`src/rtl/chop_pkg.sv`:
```
package chop_pkg;

  typedef enum logic [1:0] {
    ZN_INSIDE  = 2'd0,
    ZN_ABOVE   = 2'd1,
    ZN_BELOW   = 2'd2,
    ZN_INVALID = 2'd3
  } zone_t;

  // Map the flag pair onto the current zone.
  function automatic zone_t classify(input logic below_hi, input logic below_lo);
    zone_t z;
    case ({below_hi, below_lo})
      2'b00:   z = ZN_ABOVE;
      2'b11:   z = ZN_BELOW;
      2'b10:   z = ZN_INSIDE;
      default: z = ZN_INVALID;
    endcase
    return z;
  endfunction

  // Next gate value from the zone, the blanking state and the present gate.
  function automatic logic gate_next(input zone_t z, input logic blanking, input logic gate);
    logic g;
    case (z)
      ZN_ABOVE: g = 1'b0;
      ZN_BELOW: g = blanking ? gate : 1'b1;
      default:  g = gate;
    endcase
    return g;
  endfunction

endpackage

```
`src/rtl/chop_sync.sv`:
```
module chop_sync #(
  parameter int W = 2
) (
  input  logic         clk,
  input  logic         rst,
  input  logic [W-1:0] d_i,
  output logic [W-1:0] q_o
);

  genvar gi;
  generate
    for (gi = 0; gi < W; gi++) begin : g_bit
      logic meta_q;
      logic sync_q;
      always_ff @(posedge clk) begin
        if (rst) begin
          meta_q <= 1'b0;
          sync_q <= 1'b0;
        end else begin
          meta_q <= d_i[gi];
          sync_q <= meta_q;
        end
      end
      assign q_o[gi] = sync_q;
    end
  endgenerate

endmodule

```
`src/rtl/chop_gate_fsm.sv`:
```
module chop_gate_fsm
  import chop_pkg::*;
(
  input  logic clk,
  input  logic rst,
  input  logic hi_s_i,
  input  logic lo_s_i,
  input  logic blank_i,
  output logic gate_o,
  output logic turn_off_o
);

  zone_t zone;
  logic  gate_q;
  logic  gate_d;

  assign zone       = classify(hi_s_i, lo_s_i);
  assign gate_d     = gate_next(zone, blank_i, gate_q);
  assign turn_off_o = gate_q & ~gate_d;
  assign gate_o     = gate_q;

  always_ff @(posedge clk) begin
    if (rst) gate_q <= 1'b0;
    else     gate_q <= gate_d;
  end

  a_r2_hold_in_band: assert property (@(posedge clk) disable iff (rst)
    (zone == ZN_INSIDE || zone == ZN_INVALID) |=> $stable(gate_q));

  a_r3_over_limit_off: assert property (@(posedge clk) disable iff (rst)
    (zone == ZN_ABOVE) |=> !gate_q);

  a_r4_blank_blocks_on: assert property (@(posedge clk) disable iff (rst)
    (blank_i && !gate_q) |=> !gate_q);

  a_r7_level_turn_on: assert property (@(posedge clk) disable iff (rst)
    (zone == ZN_BELOW && !blank_i) |=> gate_q);

endmodule

```
`src/rtl/chop_blank_timer.sv`:
```
module chop_blank_timer #(
  parameter int BLANK_CYC = 2500
) (
  input  logic clk,
  input  logic rst,
  input  logic load_i,
  output logic blank_o
);

  localparam int TW = $clog2(BLANK_CYC + 1);
  localparam logic [TW-1:0] LOAD_VAL = TW'(BLANK_CYC);

  logic [TW-1:0] cnt_q;
  logic [TW-1:0] cnt_d;

  function automatic logic [TW-1:0] step(input logic [TW-1:0] c, input logic ld);
    logic [TW-1:0] n;
    if (ld)             n = LOAD_VAL;
    else if (c != '0)   n = c - 1'b1;
    else                n = '0;
    return n;
  endfunction

  assign cnt_d   = step(cnt_q, load_i);
  assign blank_o = (cnt_q != '0);

  always_ff @(posedge clk) begin
    if (rst) cnt_q <= '0;
    else     cnt_q <= cnt_d;
  end

  a_r5_full_load: assert property (@(posedge clk) disable iff (rst)
    load_i |=> (cnt_q == LOAD_VAL));

  a_r6_no_retrigger: assert property (@(posedge clk) disable iff (rst)
    (cnt_q != '0) |-> !load_i);

  a_r6_steady_count: assert property (@(posedge clk) disable iff (rst)
    (cnt_q != '0) |=> (cnt_q == $past(cnt_q) - 1'b1));

endmodule

```
`src/rtl/chop_period_cnt.sv`:
```
module chop_period_cnt #(
  parameter int CNT_W = 16
) (
  input  logic             clk,
  input  logic             rst,
  input  logic             inc_i,
  output logic [CNT_W-1:0] count_o
);

  logic [CNT_W-1:0] count_q;

  always_ff @(posedge clk) begin
    if (rst)        count_q <= '0;
    else if (inc_i) count_q <= count_q + 1'b1;
  end

  assign count_o = count_q;

  a_r8_step_one: assert property (@(posedge clk) disable iff (rst)
    inc_i |=> (count_q == $past(count_q) + 1'b1));

  a_r8_idle_stable: assert property (@(posedge clk) disable iff (rst)
    !inc_i |=> $stable(count_q));

endmodule

```
`src/rtl/chop_gate_ctrl.sv`:
```
module chop_gate_ctrl #(
  parameter int BLANK_CYC = 2500,
  parameter int CNT_W     = 16
) (
  input  logic             clk,
  input  logic             rst,
  input  logic             below_hi_i,
  input  logic             below_lo_i,
  output logic             gate_o,
  output logic             blank_o,
  output logic [CNT_W-1:0] period_cnt_o
);

  logic [1:0] flags_s;
  logic       hi_s;
  logic       lo_s;
  logic       turn_off;
  logic       blanking;
  logic       gate;

  chop_sync #(.W(2)) u_sync (
    .clk (clk),
    .rst (rst),
    .d_i ({below_hi_i, below_lo_i}),
    .q_o (flags_s)
  );

  assign hi_s = flags_s[1];
  assign lo_s = flags_s[0];

  chop_gate_fsm u_fsm (
    .clk        (clk),
    .rst        (rst),
    .hi_s_i     (hi_s),
    .lo_s_i     (lo_s),
    .blank_i    (blanking),
    .gate_o     (gate),
    .turn_off_o (turn_off)
  );

  chop_blank_timer #(.BLANK_CYC(BLANK_CYC)) u_timer (
    .clk     (clk),
    .rst     (rst),
    .load_i  (turn_off),
    .blank_o (blanking)
  );

  chop_period_cnt #(.CNT_W(CNT_W)) u_periods (
    .clk     (clk),
    .rst     (rst),
    .inc_i   (turn_off),
    .count_o (period_cnt_o)
  );

  assign gate_o  = gate;
  assign blank_o = blanking;

  a_r5_fall_starts_blank: assert property (@(posedge clk) disable iff (rst)
    $fell(gate) |-> blanking);

  a_r9_reset_clears: assert property (@(posedge clk)
    rst |=> (!gate && !blanking && period_cnt_o == '0));

endmodule

```
`config.mk`:
```
export PLATFORM = sky130hd
export DESIGN_NAME = chop_gate_ctrl
export DESIGN_NICKNAME = d
export VERILOG_FILES = /design/src/rtl/chop_pkg.sv /design/src/rtl/chop_sync.sv /design/src/rtl/chop_gate_fsm.sv /design/src/rtl/chop_blank_timer.sv /design/src/rtl/chop_period_cnt.sv /design/src/rtl/chop_gate_ctrl.sv
export SDC_FILE = /design/constraint.sdc
export NUM_CORES = 1
export LEC_CHECK = 0
export BUFFER_PORTS_ARGS = -buffer_cell sky130_fd_sc_hd__buf_2
export CAP_MARGIN = 20
export CORE_MARGIN = 1.5
export CORE_UTILIZATION = 40
export CTS_BUF_LIST = sky130_fd_sc_hd__clkbuf_4
export DETAILED_ROUTE_END_ITERATION = 6
export PLACE_DENSITY_LB_ADDON = 0.3
export SETUP_SLACK_MARGIN = 0.3
export SLEW_MARGIN = 15
export SYNTH_ARGS = -nofsm -noshare
export SYNTH_HDL_FRONTEND = slang
export SYNTH_SLANG_ARGS = --single-unit
```
`constraint.sdc`:
```
create_clock -name clk -period 2.5 [get_ports clk]
set_input_delay 0.75 -clock clk [delete_from_list [all_inputs] [get_ports clk]]
set_output_delay 0.75 -clock clk [all_outputs]
set_load 0.03 [all_outputs]
```
Word level (Yosys, flattened, before mapping)
Cells that the tools add are included.
{ "word_totals": {"in_bits": 4, "reg_bits": 33, "elab_cells": 25} }
{ "classes": {"bitwise_logic": 3, "add_sub_neg": 2, "reduce_logical": 3, "n_eq_ne": 4, "mux": 5} }
{ "op_table": {"columns": ["operator", "n"], "rows": [
  ["2-to-1 mux 12 bit", 2],
  ["adder 16 x 1 -> 16 bit, second input constant", 1],
  ["nonzero test 12 bit", 1],
  ["subtractor 12 x 1 -> 12 bit, second input constant", 1],
  ["== test 2 bit, second input constant", 3],
  ["case mux 2 bit (3 select lines)", 1],
  ["OR reduction 3 bit", 1],
  ["== test 2 x 1 -> 1 bit, second input constant", 1],
  ["zero test 2 bit", 1],
  ["NOT 1 bit", 2],
  ["case mux 1 bit (2 select lines)", 1],
  ["bitwise AND 1 bit", 1],
  ["2-to-1 mux 1 bit", 1]
]} }

Longest topological paths before layout
Gate-level depths: netlist of run 1.
{ "logic_depth": {"depth_word": 7, "depth_mapped": 7, "ltp_nobuf": 6} }

Hierarchy
Synthesis of run 1 repeated with hierarchy kept, for this count alone.
{ "hier_totals": {"cells_unflattened": 161, "hier_area_um2": 1512.7} }
{ "by_module_without_submodules": {"columns": ["mod", "cells_per_inst", "seq_area_each_um2", "n_inst", "area_per_inst_um2"], "rows": [
  ["chop_period_cnt", 83, 320.3, 1, 757.0],
  ["chop_blank_timer", 62, 240.2, 1, 573.0],
  ["chop_sync", 10, 80.1, 1, 120.1],
  ["chop_gate_fsm", 6, 20.0, 1, 62.6]
]} }

Least setup slack after synthesis of run 1
Ideal clock, no wire load.
{ "synth_timing": {"kind": "flip-flop to output port", "start": "register u_timer.cnt_q[0]", "end": "output port blank_o", "path_slack_ns": 0.206, "t_arrival_ns": 1.544, "path_buffers": 1, "stages_incl_launch_ff": 6, "t_required_ns": 1.750, "path_cell_list": "dfxtp_1 > inv_1 > ha_1 > or4b_2 > or3_1 > buf_2"} }
{ "synth_between": {"elab_chain_len": 1} }
{ "synth_rtl": {"columns": ["item", "line_no", "rtl"], "rows": [
  ["start, declared", "chop_blank_timer.sv:13", "logic [TW-1:0] cnt_q;"],
  ["start signal, assigned", "chop_blank_timer.sv:29", "else cnt_q <= cnt_d;"],
  ["nonzero test 12 bit", "chop_blank_timer.sv:25", "assign blank_o = (cnt_q != '0);"],
  ["end, declared", "chop_gate_ctrl.sv:10", "output logic blank_o,"]
]} }
No other way between the ends.

Worst setup path in the final report of run 1
{ "layout_timing": {"start": "register u_timer.cnt_q[7]", "end": "output port blank_o"} }
Same word-level chain as after synthesis.

==> results.toml, run 1 <==
[status]
status = "finished, violations left"
violations = "setup timing"

[setup_path]
reg2reg_slack_ns = 0.55
timing.critical_path.from_type = "register"
r2r_end = "u_periods.count_o[9]$_SDFFE_PP0P_"
critical_path.n_buffers_inverters = 1
critical_path_required_ns = 1.75
cp-end-kind = "output pin"
timing.critical_path.cells = "or4_1 > or3_4 > buf_6"
slowest_delay_ns = 0.56
critical-path-slowest-cell = "sky130_fd_sc_hd__or4_1"
timing.critical_path.max_delay_family = "simple AND/OR/NAND/NOR gates"
worstRegToRegCells = 6
critPathMaxFanout = 2
timing.setup.critical_path_class = "register to output pin"
timing.rr.start = "u_sync.g_bit[0].sync_q$_SDFF_PP0_"
timing.critical_path.arrival_ns = 1.79

[cells_and_area]
nets = 189
finalCoreUtilization_pct = 49.1
most_common_cell_after_layout_fill_and_taps_aside = "sky130_fd_sc_hd__dfxtp_1"
area.growth.synth_to_final_pct = 16.1
antenna-diode-count = 0
post_route_cells_drive_above_1_share_pct = 24.4
mostFrequentLayoutCells = "sky130_fd_sc_hd__dfxtp_1, sky130_fd_sc_hd__buf_2, sky130_fd_sc_hd__nor2_1"
layoutNonFillerInstCount = 226

[yosys]
synth.lib_cells_used.distinct = 34
syn_inst = 156
yosys_register_bits = 33
synth.yosys.seq_area_share_pct = 46.1
synth.net_count = 164
post_synth.cell_area_avg_um2 = 9.19
yosysWarnings = 0
netlist_area_mm2 = 0.00143

[timing]
worst_pin_slew_ns = 0.511
period_share_pct = 102
finalHoldViolations = 0
slew_violations = 0
timing.fmax_mhz = 393
worst_slew_slack_as_a_fraction_of_its_limit_pct = 65.9
post-route-worst-setup-slack_ns = -0.0428
period_needed_ns = 2.54
finalSetupViolations = 1
hold-worst-slack_ns = 0.441
grt_setup_unrepaired = "true"
skew_ns = 0.0122

[clock_network]
cts_tree = "built"
numCtsBuffers = 5
clock_tree.buffer_depth = 2
cts_htree_levels = 2
clock_sink_count = 33
path_clk_slew_ns = 0.10
clock_tree.root_cell = "sky130_fd_sc_hd__clkbuf_4"
insertion_delay_ns = 0.34

[die]
core-area_mm2 = 0.00339
rows = 21
initial_core_util_pct = 42.3
die-area_mm2 = 0.00395
io_pins = 22
fp.dieH_um = 62.9
dieWidth_um = 62.9

[placement]
dp_hpwl_um = 1920
place.port_buffers = 21
place.gp.congestion = 0.742
numPlacedInstances = 216

[hold_path]
hold_path_end = "u_sync.g_bit[0].sync_q$_SDFF_PP0_"
holdCritPathClass = "register to register"
min_from = "u_sync.g_bit[0].meta_q$_SDFF_PP0_"
hold_depth = 1

[power_and_ir_drop]
power.density_cell_area_mw_per_mm2 = 949
static-leakage-power_nw = 0.697
p_total_mw = 1.58
power.ir.vdd_worst_mv = 0.723

[route]
first_iter_violations = 70
drc = 0
route.antenna.remaining_nets = 0
vias_per_cell = 5.19
first_pass_iters = 4
routed_wirelength_um = 2760
wl_per_cell_um = 12.2
detailroute.via_count = 1172

[global_route]
grt_antenna_before_repair = 0
track_usage_pct = 15.5
grt_first_pass_wirelength_um = 4840
grt_start_max_net_pins = 30
grt-ovfl-total = 0
number_of_global_route_vias_before_repair = 1114

[job]
timing.max_cap.violations = 0
-- per-layer routing --
layer	vias to the layer above	global-route usage [%]	share of wire, %
li1	592	-	-
met1	541	18.0	46
met2	33	25.3	46
met3	6	4.86	6.9
met4	0	8.33	1.6
met5	-	0	0
-- power breakdown --
part / internal [mW] / switching, mW / total, mW / leakage (nW)
registers: 0.616 / 0.0730 / 0.689 / 0.269
clock network: 0.0973 / 0.169 / 0.266 / 0.0269
logic: 0.324 / 0.302 / 0.626 / 0.400
total: 1.04 / 0.544 / 1.58 / 0.697
-- flip-flops by register name, indices dropped and copies added, names as in the netlist --
name and flops:
u_periods.count_o 16, u_timer.cnt_q 12, u_sync.g_bit.meta_q 2, u_sync.g_bit.sync_q 2, u_fsm.gate_o 1
-- final cells by class --
type	instances	area, um^2
Fill cell	327	1720
Multi-Input combinational cell	111	734
Sequential cell	33	663
Timing Repair Buffer	27	156
Tap cell	46	57.6
Clock buffer	5	37.5
Inverter	3	11.3
Clock inverter	1	5.00
-- cell usage after synthesis --
cell type,instances,area (um^2)
sky130_fd_sc_hd__a21oi_1,7,35.0
sky130_fd_sc_hd__nand4b_1,2,17.5
sky130_fd_sc_hd__nor4bb_1,1,10.0
sky130_fd_sc_hd__or4_1,2,15.0
sky130_fd_sc_hd__inv_1,3,11.3
sky130_fd_sc_hd__o21ba_1,1,10.0
sky130_fd_sc_hd__mux2_2,1,11.3
sky130_fd_sc_hd__nor3_2,1,10.0
sky130_fd_sc_hd__or3b_2,1,8.76
sky130_fd_sc_hd__nand3_1,5,25.0
sky130_fd_sc_hd__nand3b_1,1,7.51
sky130_fd_sc_hd__ha_1,4,50.1
sky130_fd_sc_hd__or3_1,3,18.8
sky130_fd_sc_hd__o21a_1,1,7.51
sky130_fd_sc_hd__nor4_1,2,12.5
sky130_fd_sc_hd__o31ai_1,1,7.51
sky130_fd_sc_hd__or3_2,1,7.51
sky130_fd_sc_hd__and3_1,5,31.3
sky130_fd_sc_hd__o21ai_0,5,25.0
sky130_fd_sc_hd__nand2_1,4,15.0
sky130_fd_sc_hd__and4_1,3,26.3
sky130_fd_sc_hd__or4b_2,1,10.0
sky130_fd_sc_hd__xnor2_1,11,96.3
sky130_fd_sc_hd__nor2_1,19,71.3
sky130_fd_sc_hd__nor2b_1,5,31.3
sky130_fd_sc_hd__or2b_2,1,8.76
sky130_fd_sc_hd__o22ai_1,4,25.0
sky130_fd_sc_hd__xor2_1,7,61.3
sky130_fd_sc_hd__nor3_1,4,20.0
sky130_fd_sc_hd__dfxtp_1,33,661
sky130_fd_sc_hd__clkbuf_1,7,26.3
sky130_fd_sc_hd__buf_2,2,10.0
sky130_fd_sc_hd__nand4_1,5,31.3
sky130_fd_sc_hd__and2_1,3,18.8
-- cells by family after synthesis --
group / count (synthesis) / synth area share, %
xor gates and xnor gates: 18 / 11.0
muxes: 1 / 0.785
adders and majority gates: 4 / 3.49
DFF: 33 / 46.1
buffers and inverters: 12 / 3.32
and+or+nand+nor: 69 / 27.7
AOI/OAI and AO/OA: 19 / 7.68
-- through the flow --
| step | setup TNS (ns) | cell area [um^2] | setup WS, ns |
|---|---|---|---|
| finish | -0.0428 | 1670 | -0.0428 |
| floorplan | 0 | 1450 | 0.285 |
| CTS | -0.0466 | 1670 | -0.0466 |
| global route | -0.0959 | 1670 | -0.0959 |
| global placement | 0 | 1580 | 0.204 |
| detailed placement | 0 | 1580 | 0.174 |
-- worst max-delay path by stage --
stage,from,to,slack (ns),cells after the start
after floorplan,u_timer.cnt_q[7]$_SDFF_PP0_,blank_o,0.29,4
after global placement,u_timer.cnt_q[0]$_SDFF_PP0_,blank_o,0.20,5
after detailed placement,u_timer.cnt_q[1]$_SDFF_PP0_,blank_o,0.17,5
after CTS,u_timer.cnt_q[0]$_SDFF_PP0_,blank_o,-0.05,5
after global routing,u_timer.cnt_q[0]$_SDFF_PP0_,blank_o,-0.1,5
final,u_timer.cnt_q[7]$_SDFF_PP0_,blank_o,-0.04,3
-- timing repair --
item | in CTS | in global routing
cloned | 0 | 0
resized for setup | 5 | 0
buffers inserted | 4 | 0
hold buffers | 0 | 0
hold endpoints to repair | 0 | 0
pin swaps | 1 | 0
setup endpoints to repair | 1 | 1
Power figures use the tool's default switching activity.
==> inputs of run 2 (changes only) <==
--- a/config.mk
+++ b/config.mk
@@ -5,14 +5,16 @@
 export SDC_FILE = /design/constraint.sdc
 export NUM_CORES = 1
 export LEC_CHECK = 0
+export ABC_AREA = 1
 export BUFFER_PORTS_ARGS = -buffer_cell sky130_fd_sc_hd__buf_2
 export CAP_MARGIN = 20
 export CORE_MARGIN = 1.5
 export CORE_UTILIZATION = 40
 export CTS_BUF_LIST = sky130_fd_sc_hd__clkbuf_4
 export DETAILED_ROUTE_END_ITERATION = 6
+export MAX_ROUTING_LAYER = met4
 export PLACE_DENSITY_LB_ADDON = 0.3
-export SETUP_SLACK_MARGIN = 0.3
+export SETUP_SLACK_MARGIN = 0.02
 export SLEW_MARGIN = 15
 export SYNTH_ARGS = -nofsm -noshare
 export SYNTH_HDL_FRONTEND = slang
==> run 2 against run 1 <==
  * The flow now finishes without violations
  * Sequential share of layout area shrank 3.4 points
  * Fmax grew 14%
  * Combinational power shrank 23%
  * Critical path type unchanged
  * Critical endpoint unchanged
  * Largest cell class unchanged
==> results.toml, run 2 <==
[yosys]
synth_largest_type_area_fraction_pct = 40.9
number_of_enable_flip_flop_cells_after_synthesis = 0
synth.cells.most_frequent = "sky130_fd_sc_hd__nand2_1, sky130_fd_sc_hd__nor2_1, sky130_fd_sc_hd__dfxtp_1"
yosys_register_bits = 33
synth.yosys.seq_area_share_pct = 40.9
yosysWarnings = 0
synth.lib_cells_used.distinct = 28
top_flip_flop_cell_by_instance_count_after_synthesis = "sky130_fd_sc_hd__dfxtp_1"
synth.net_count = 234
synth_most_common_cell = "sky130_fd_sc_hd__nand2_1"
synthTopCellsByArea = "sky130_fd_sc_hd__dfxtp_1, sky130_fd_sc_hd__nand2_1, sky130_fd_sc_hd__nor2_1"
yosysTopAreaCell = "sky130_fd_sc_hd__dfxtp_1"
syn_inst = 226
async_reset_ff_share_pct = 0
post_synth.cell_area_avg_um2 = 7.15
netlist_area_mm2 = 0.00162

[route]
first_iter_violations = 65
detailroute.via_count = 1434
first_pass_iters = 5
vias_per_cell = 4.78
routed_wirelength_um = 3210
wl_per_cell_um = 10.7
drc = 0
route.antenna.remaining_nets = 0

[cells_and_area]
most_common_cell_after_layout_fill_and_taps_aside = "sky130_fd_sc_hd__nand2_1"
nets = 260
post_route_cells_drive_above_1_share_pct = 16.7
fin_area_mm2 = 0.00181
area.growth.synth_to_final_pct = 12.3
mostFrequentLayoutCells = "sky130_fd_sc_hd__nand2_1, sky130_fd_sc_hd__nor2_1, sky130_fd_sc_hd__dfxtp_1"
antenna-diode-count = 0
largest_register_ff_count = 16
fill_count = 399

[power_and_ir_drop]
comb_power_share_pct = 34.0
net-switching-power_mw = 0.523
power.sequential.fraction_pct = 45.5
clock_power_share_pct = 20.5
p_total_mw = 1.41
power.internal_mw = 0.889
power.density_cell_area_mw_per_mm2 = 778
power.ir.vdd_worst_mv = 0.296
netSwitchingFraction_pct = 37.1
static-leakage-power_nw = 0.802

[setup_path]
timing.critical_path.from_type = "register"
timing.critical_path.cells = "inv_1 > ha_1 > nand4_1 > nor2_4 > inv_1 > buf_2"
cp-end-kind = "output pin"
critPathMostFrequentCell = "sky130_fd_sc_hd__inv_1"
critical-path-slowest-cell = "sky130_fd_sc_hd__dfxtp_1"
slowest_delay_ns = 0.36
critPathMaxFanout = 5
timing.critical_path.arrival_ns = 1.48
timing.setup.critical_path_class = "register to output pin"
critical_path_required_ns = 1.75

[placement]
place.port_buffers = 21
placed_cell_area_mm2 = 0.00177
dp_hpwl_um = 2360
place.gp.congestion = 0.850
place_worst_setup_slack_ns = 0.636

[timing]
final.setup.tns_ns = 0
period_needed_ns = 2.23
finalSetupViolations = 0
finalHoldViolations = 0
worst_slew_slack_as_a_fraction_of_its_limit_pct = 65.4
post-route-worst-setup-slack_ns = 0.266
slew_violations = 0
period_share_pct = 89.4
skew_ns = 0.0129
timing.fmax_mhz = 448
worst_pin_slew_ns = 0.515
grt_setup_unrepaired = "false"

[global_route]
track_usage_pct = 17.3
grt_first_pass_wirelength_um = 5530
grt_start_max_net_pins = 16
grt_antenna_before_repair = 0
grt-ovfl-total = 0
number_of_global_route_vias_before_repair = 1268

[clock_network]
cts_tree = "built"
clock_sink_count = 33
clock_tree.buffer_depth = 2
cts.hold.buffers_added = 0
clock_tree.root_cell = "sky130_fd_sc_hd__clkbuf_4"
path_clk_slew_ns = 0.10
cts_setup_buffers = 0
cts_htree_levels = 2
insertion_delay_ns = 0.35
cts.repair.resized = 0
numCtsBuffers = 5

[die]
initial_core_util_pct = 42.8
die-area_mm2 = 0.00443
io_pins = 22
dieWidth_um = 66.5
rows = 22
fp.dieH_um = 66.5
core-area_mm2 = 0.00377

[status]
status = "completed"

[job]
timing.max_cap.violations = 0

[hold_path]
holdCritPathClass = "register to register"
==> run 2: changes by cell type in the layout (fill, tap and decap cells not counted), sizes merged, moves of 3 or more <==
cell   change
a21oi      +7
inv       +29
nor2b      -5
and4       -3
xor2       -4
nand2     +45
nand3      +4
o22ai      -4
or3        -4
and3       -5
o21ai     +10
nor2      +26
buf        -6
xnor2      -9
==> run 2: cells by family (layout without fill, tap and decap cells) <==
group	Yosys count	after routing	synth area share, %
flip-flops	33	33	40.9
AO/OA/AOI/OAI	32	32	10.6
buffers and inverters	34	60	8.37
AND/OR/NAND/NOR	118	118	34.3
XOR/XNOR	5	5	2.71
adder cells (fa/ha/maj)	4	4	3.10
==> run 2: final timing paths <==
| path | depth (start not counted) | slack (ns) | startpoint | endpoint |
|---|---|---|---|---|
| setup / recovery | 6 | 0.27 | u_timer.cnt_q[0]$_SDFF_PP0_ | blank_o |
| hold / removal | 2 | 0.41 | u_sync.g_bit[1].meta_q$_SDFF_PP0_ | u_sync.g_bit[1].sync_q$_SDFF_PP0_ |
| setup reg to reg | 7 | 0.81 | u_sync.g_bit[0].sync_q$_SDFF_PP0_ | u_periods.count_o[9]$_SDFFE_PP0P_ |
| hold reg to reg | 2 | 0.41 | u_sync.g_bit[1].meta_q$_SDFF_PP0_ | u_sync.g_bit[1].sync_q$_SDFF_PP0_ |
==> run 2: area by class of cell <==
cell class                 count  area (um^2)  share of cell area [%]
multi-input combinational    159          820                    45.2
sequential                    33          661                    36.4
inverter                      32          120                    6.62
timing repair buffer          21          105                    5.79
tap                           48         60.1                    3.31
clock buffer                   6         45.0                    2.48
clock inverter                 1         3.75                   0.207
==> run 2: metrics by stage <==
stage	utilization, %	hold WS (ns)	cells
2_1_floorplan	-	0.388	226
3_3_place_gp	46.8	0.398	293
3_5_place_dp	46.8	0.395	293
4_1_cts	48.1	0.408	300
5_1_grt	48.1	0.412	300
6_report	48.1	0.406	300
==> run 2: worst max-delay path, delay by kind of cell (launching register included) <==
family | cells | cell delay, ns
adders and majority gates | 1 | 0.15
DFF | 1 | 0.36
and+or+nand+nor | 2 | 0.31
buffers and inverters | 3 | 0.32
==> run 2: power groups by stage <==
stage,combinational (mW),sequential (mW),clock (mW)
6_report,0.481,0.643,0.289
5_1_grt,0.544,0.653,0.324
4_1_cts,0.483,0.642,0.302
3_5_place_dp,0.480,0.654,0
3_3_place_gp,0.474,0.652,0
2_1_floorplan,0.392,0.649,0
==> run 2: per-layer routing <==
layer,wire [um],track usage (%),up-vias
met5,0,-,-
met2,1320,23.3,41
met4,63,9.69,0
met1,1620,22.1,625
met3,202,6.42,5
li1,-,-,763
==> inputs of run 3 (changes only) <==
--- a/config.mk
+++ b/config.mk
@@ -8,8 +8,7 @@
 export ABC_AREA = 1
 export BUFFER_PORTS_ARGS = -buffer_cell sky130_fd_sc_hd__buf_2
 export CAP_MARGIN = 20
-export CORE_MARGIN = 1.5
-export CORE_UTILIZATION = 40
+export CORE_UTILIZATION = 30
 export CTS_BUF_LIST = sky130_fd_sc_hd__clkbuf_4
 export DETAILED_ROUTE_END_ITERATION = 6
 export MAX_ROUTING_LAYER = met4
@@ -18,4 +17,5 @@
 export SLEW_MARGIN = 15
 export SYNTH_ARGS = -nofsm -noshare
 export SYNTH_HDL_FRONTEND = slang
+export SYNTH_HIERARCHICAL = 1
 export SYNTH_SLANG_ARGS = --single-unit
==> run 3 against run 2 <==
  * First-iteration DRC count shrank 51%
  * Critical endpoint unchanged
  * Clock power down 2%
  * Power is 30% higher
==> results.toml, run 3 <==
[placement]
placed_cell_area_mm2 = 0.00189
numPlacedInstances = 332
place.gp.congestion = 0.786
dp_hpwl_um = 2590
place_worst_setup_slack_ns = 0.671
place.port_buffers = 21

[die]
initial_core_util_pct = 31.1
fp.dieH_um = 77.6
io_pins = 22
die-area_mm2 = 0.00602
dieWidth_um = 77.6
rows = 27
core-area_mm2 = 0.00551

[power_and_ir_drop]
static-leakage-power_nw = 0.857
power.density_cell_area_mw_per_mm2 = 944
p_total_mw = 1.83
power.ir.vdd_worst_mv = 0.361

[yosys]
syn_inst = 242
synth.net_count = 250
yosysWarnings = 6
yosysTopAreaCell = "sky130_fd_sc_hd__dfxtp_1"
synth_most_common_cell = "sky130_fd_sc_hd__nand2_1"
synth.yosys.seq_area_share_pct = 38.5
netlist_area_mm2 = 0.00171
synth_largest_type_area_fraction_pct = 38.5
synth.lib_cells_used.distinct = 24
synth.cells.most_frequent = "sky130_fd_sc_hd__nand2_1, sky130_fd_sc_hd__nor2_1, sky130_fd_sc_hd__inv_1"
number_of_enable_flip_flop_cells_after_synthesis = 0
post_synth.cell_area_avg_um2 = 7.08
async_reset_ff_share_pct = 0
top_flip_flop_cell_by_instance_count_after_synthesis = "sky130_fd_sc_hd__dfxtp_1"
synthTopCellsByArea = "sky130_fd_sc_hd__dfxtp_1, sky130_fd_sc_hd__nand2_1, sky130_fd_sc_hd__nor2_1"
yosys_register_bits = 33

[cells_and_area]
antenna-diode-count = 0
nets = 275
fin_area_mm2 = 0.00194
largest_register_ff_count = 16
mostFrequentLayoutCells = "sky130_fd_sc_hd__nand2_1, sky130_fd_sc_hd__nor2_1, sky130_fd_sc_hd__inv_1"
area.growth.synth_to_final_pct = 13.1
layoutNonFillerInstCount = 340
post_route_cells_drive_above_1_share_pct = 22.0
multiInputGateArea_um2 = 883
most_common_cell_after_layout_fill_and_taps_aside = "sky130_fd_sc_hd__nand2_1"
register_area_um2 = 661
fill_count = 586

[setup_path]
timing.critical_path.arrival_ns = 1.42
cp-end-kind = "output pin"
worstRegToRegCells = 10
timing.critical_path.max_delay_family = "simple AND/OR/NAND/NOR gates"
r2r_end = "u_periods/count_o[13]$_SDFFE_PP0P_"
critical_path.n_buffers_inverters = 2
slowest_delay_ns = 0.33
reg2reg_slack_ns = 0.76
critical-path-slowest-cell = "sky130_fd_sc_hd__dfxtp_1"
worst-path-stages = 6
crit_end = "blank_o"
critPathMaxFanout = 6
timing.rr.start = "u_sync/g_bit[1].sync_q$_SDFF_PP0_"
critical_path_required_ns = 1.75
timing.critical_path.cells = "inv_1 > ha_1 > nand2_1 > nor2_2 > nand3_4 > buf_2"
critPathLaunch = "u_timer/cnt_q[0]$_SDFF_PP0_"
timing.setup.critical_path_class = "register to output pin"
timing.critical_path.from_type = "register"

[hold_path]
min_from = "u_sync/g_bit[0].meta_q$_SDFF_PP0_"
holdCritPathClass = "register to register"

[route]
drc = 0
vias_per_cell = 4.36
wl_per_cell_um = 10.3
detailroute.via_count = 1482
routed_wirelength_um = 3500
route.antenna.remaining_nets = 0
first_iter_violations = 32
first_pass_iters = 4

[clock_network]
insertion_delay_ns = 0.33
cts_htree_levels = 2
path_clk_slew_ns = 0.11
clock_tree.root_cell = "sky130_fd_sc_hd__clkbuf_4"
clock_tree.buffer_depth = 2
clock_sink_count = 33
cts.hold.buffers_added = 0
numCtsBuffers = 5
cts_tree = "built"
cts.repair.resized = 0
cts_setup_buffers = 0

[global_route]
grt_first_pass_wirelength_um = 6080
grt_start_max_net_pins = 18
track_usage_pct = 13.3
grt-ovfl-total = 0
grt_antenna_before_repair = 0
number_of_global_route_vias_before_repair = 1337

[timing]
worst_pin_slew_ns = 0.352
grt_setup_unrepaired = "false"
finalHoldViolations = 0
final.setup.tns_ns = 0
period_share_pct = 86.9
worst_slew_slack_as_a_fraction_of_its_limit_pct = 76.5
period_needed_ns = 2.17
slew_violations = 0
skew_ns = 0.0105
post-route-worst-setup-slack_ns = 0.329
timing.fmax_mhz = 461
finalSetupViolations = 0

[job]
timing.max_cap.violations = 0

[status]
status = "completed"
## run 3: cell count changes after synthesis, sizes merged, moves of 3 or more
cell	change
buf	+3
inv	+6
nand3	+9
nor2	+10
o21ai	-5
## run 3: logic make-up (layout without fill, tap and decap cells)
group / Yosys count / after routing / synth area share [%]
compound gates: 28 / 28 / 8.69
flops: 33 / 33 / 38.5
buf+inv: 42 / 68 / 9.93
fa+ha+maj: 4 / 4 / 2.92
xor+xnor: 2 / 2 / 1.02
simple gates: 133 / 133 / 38.9
## run 3: worst min-delay path by stage
stage,cells past startpoint,slack (ns),to
floorplan,2,0.39,u_sync/g_bit[0].sync_q$_SDFF_PP0_
global placement,2,0.40,u_sync/g_bit[1].sync_q$_SDFF_PP0_
detailed placement,2,0.40,u_sync/g_bit[0].sync_q$_SDFF_PP0_
CTS,2,0.41,u_sync/g_bit[0].sync_q$_SDFF_PP0_
global route,2,0.44,u_sync/g_bit[0].sync_q$_SDFF_PP0_
finish,2,0.41,u_sync/g_bit[0].sync_q$_SDFF_PP0_
## run 3: final cells by class
cell class,count,area share (%)
clock buffers,5,1.94
repair buffers,22,5.81
inverters,38,7.35
clock inverters,3,0.645
multi-input cells,167,45.5
flip-flops and latches,33,34.1
well taps,72,4.65
## run 3: per-layer routing
metal | vias to the layer above | GRT usage, % | part of all wire (%)
met5 | - | - | 0
met4 | 0 | 4.53 | 1.5
met3 | 5 | 3.88 | 4.3
met2 | 29 | 21.5 | 47
met1 | 643 | 15.8 | 47
li1 | 805 | - | -
## run 3: worst min-delay path: cells and delay by family, from the launching register on
family	cells	cell delay (ns)
flip-flops	1	0.31
buffers and inverters	1	0.04
AND/OR/NAND/NOR	1	0.03
## run 3: power by group
part           internal (mW)  switching [mW]
registers              0.620          0.0839
logic                  0.301           0.541
clock network          0.102           0.182
total                   1.02           0.807
## run 3: through the flow
step	utilization, %	hold WS, ns
after global placement	34.3	0.398
final	35.2	0.410
after floorplan	-	0.388
after global routing	35.2	0.442
after detailed placement	34.3	0.396
after CTS	35.2	0.415
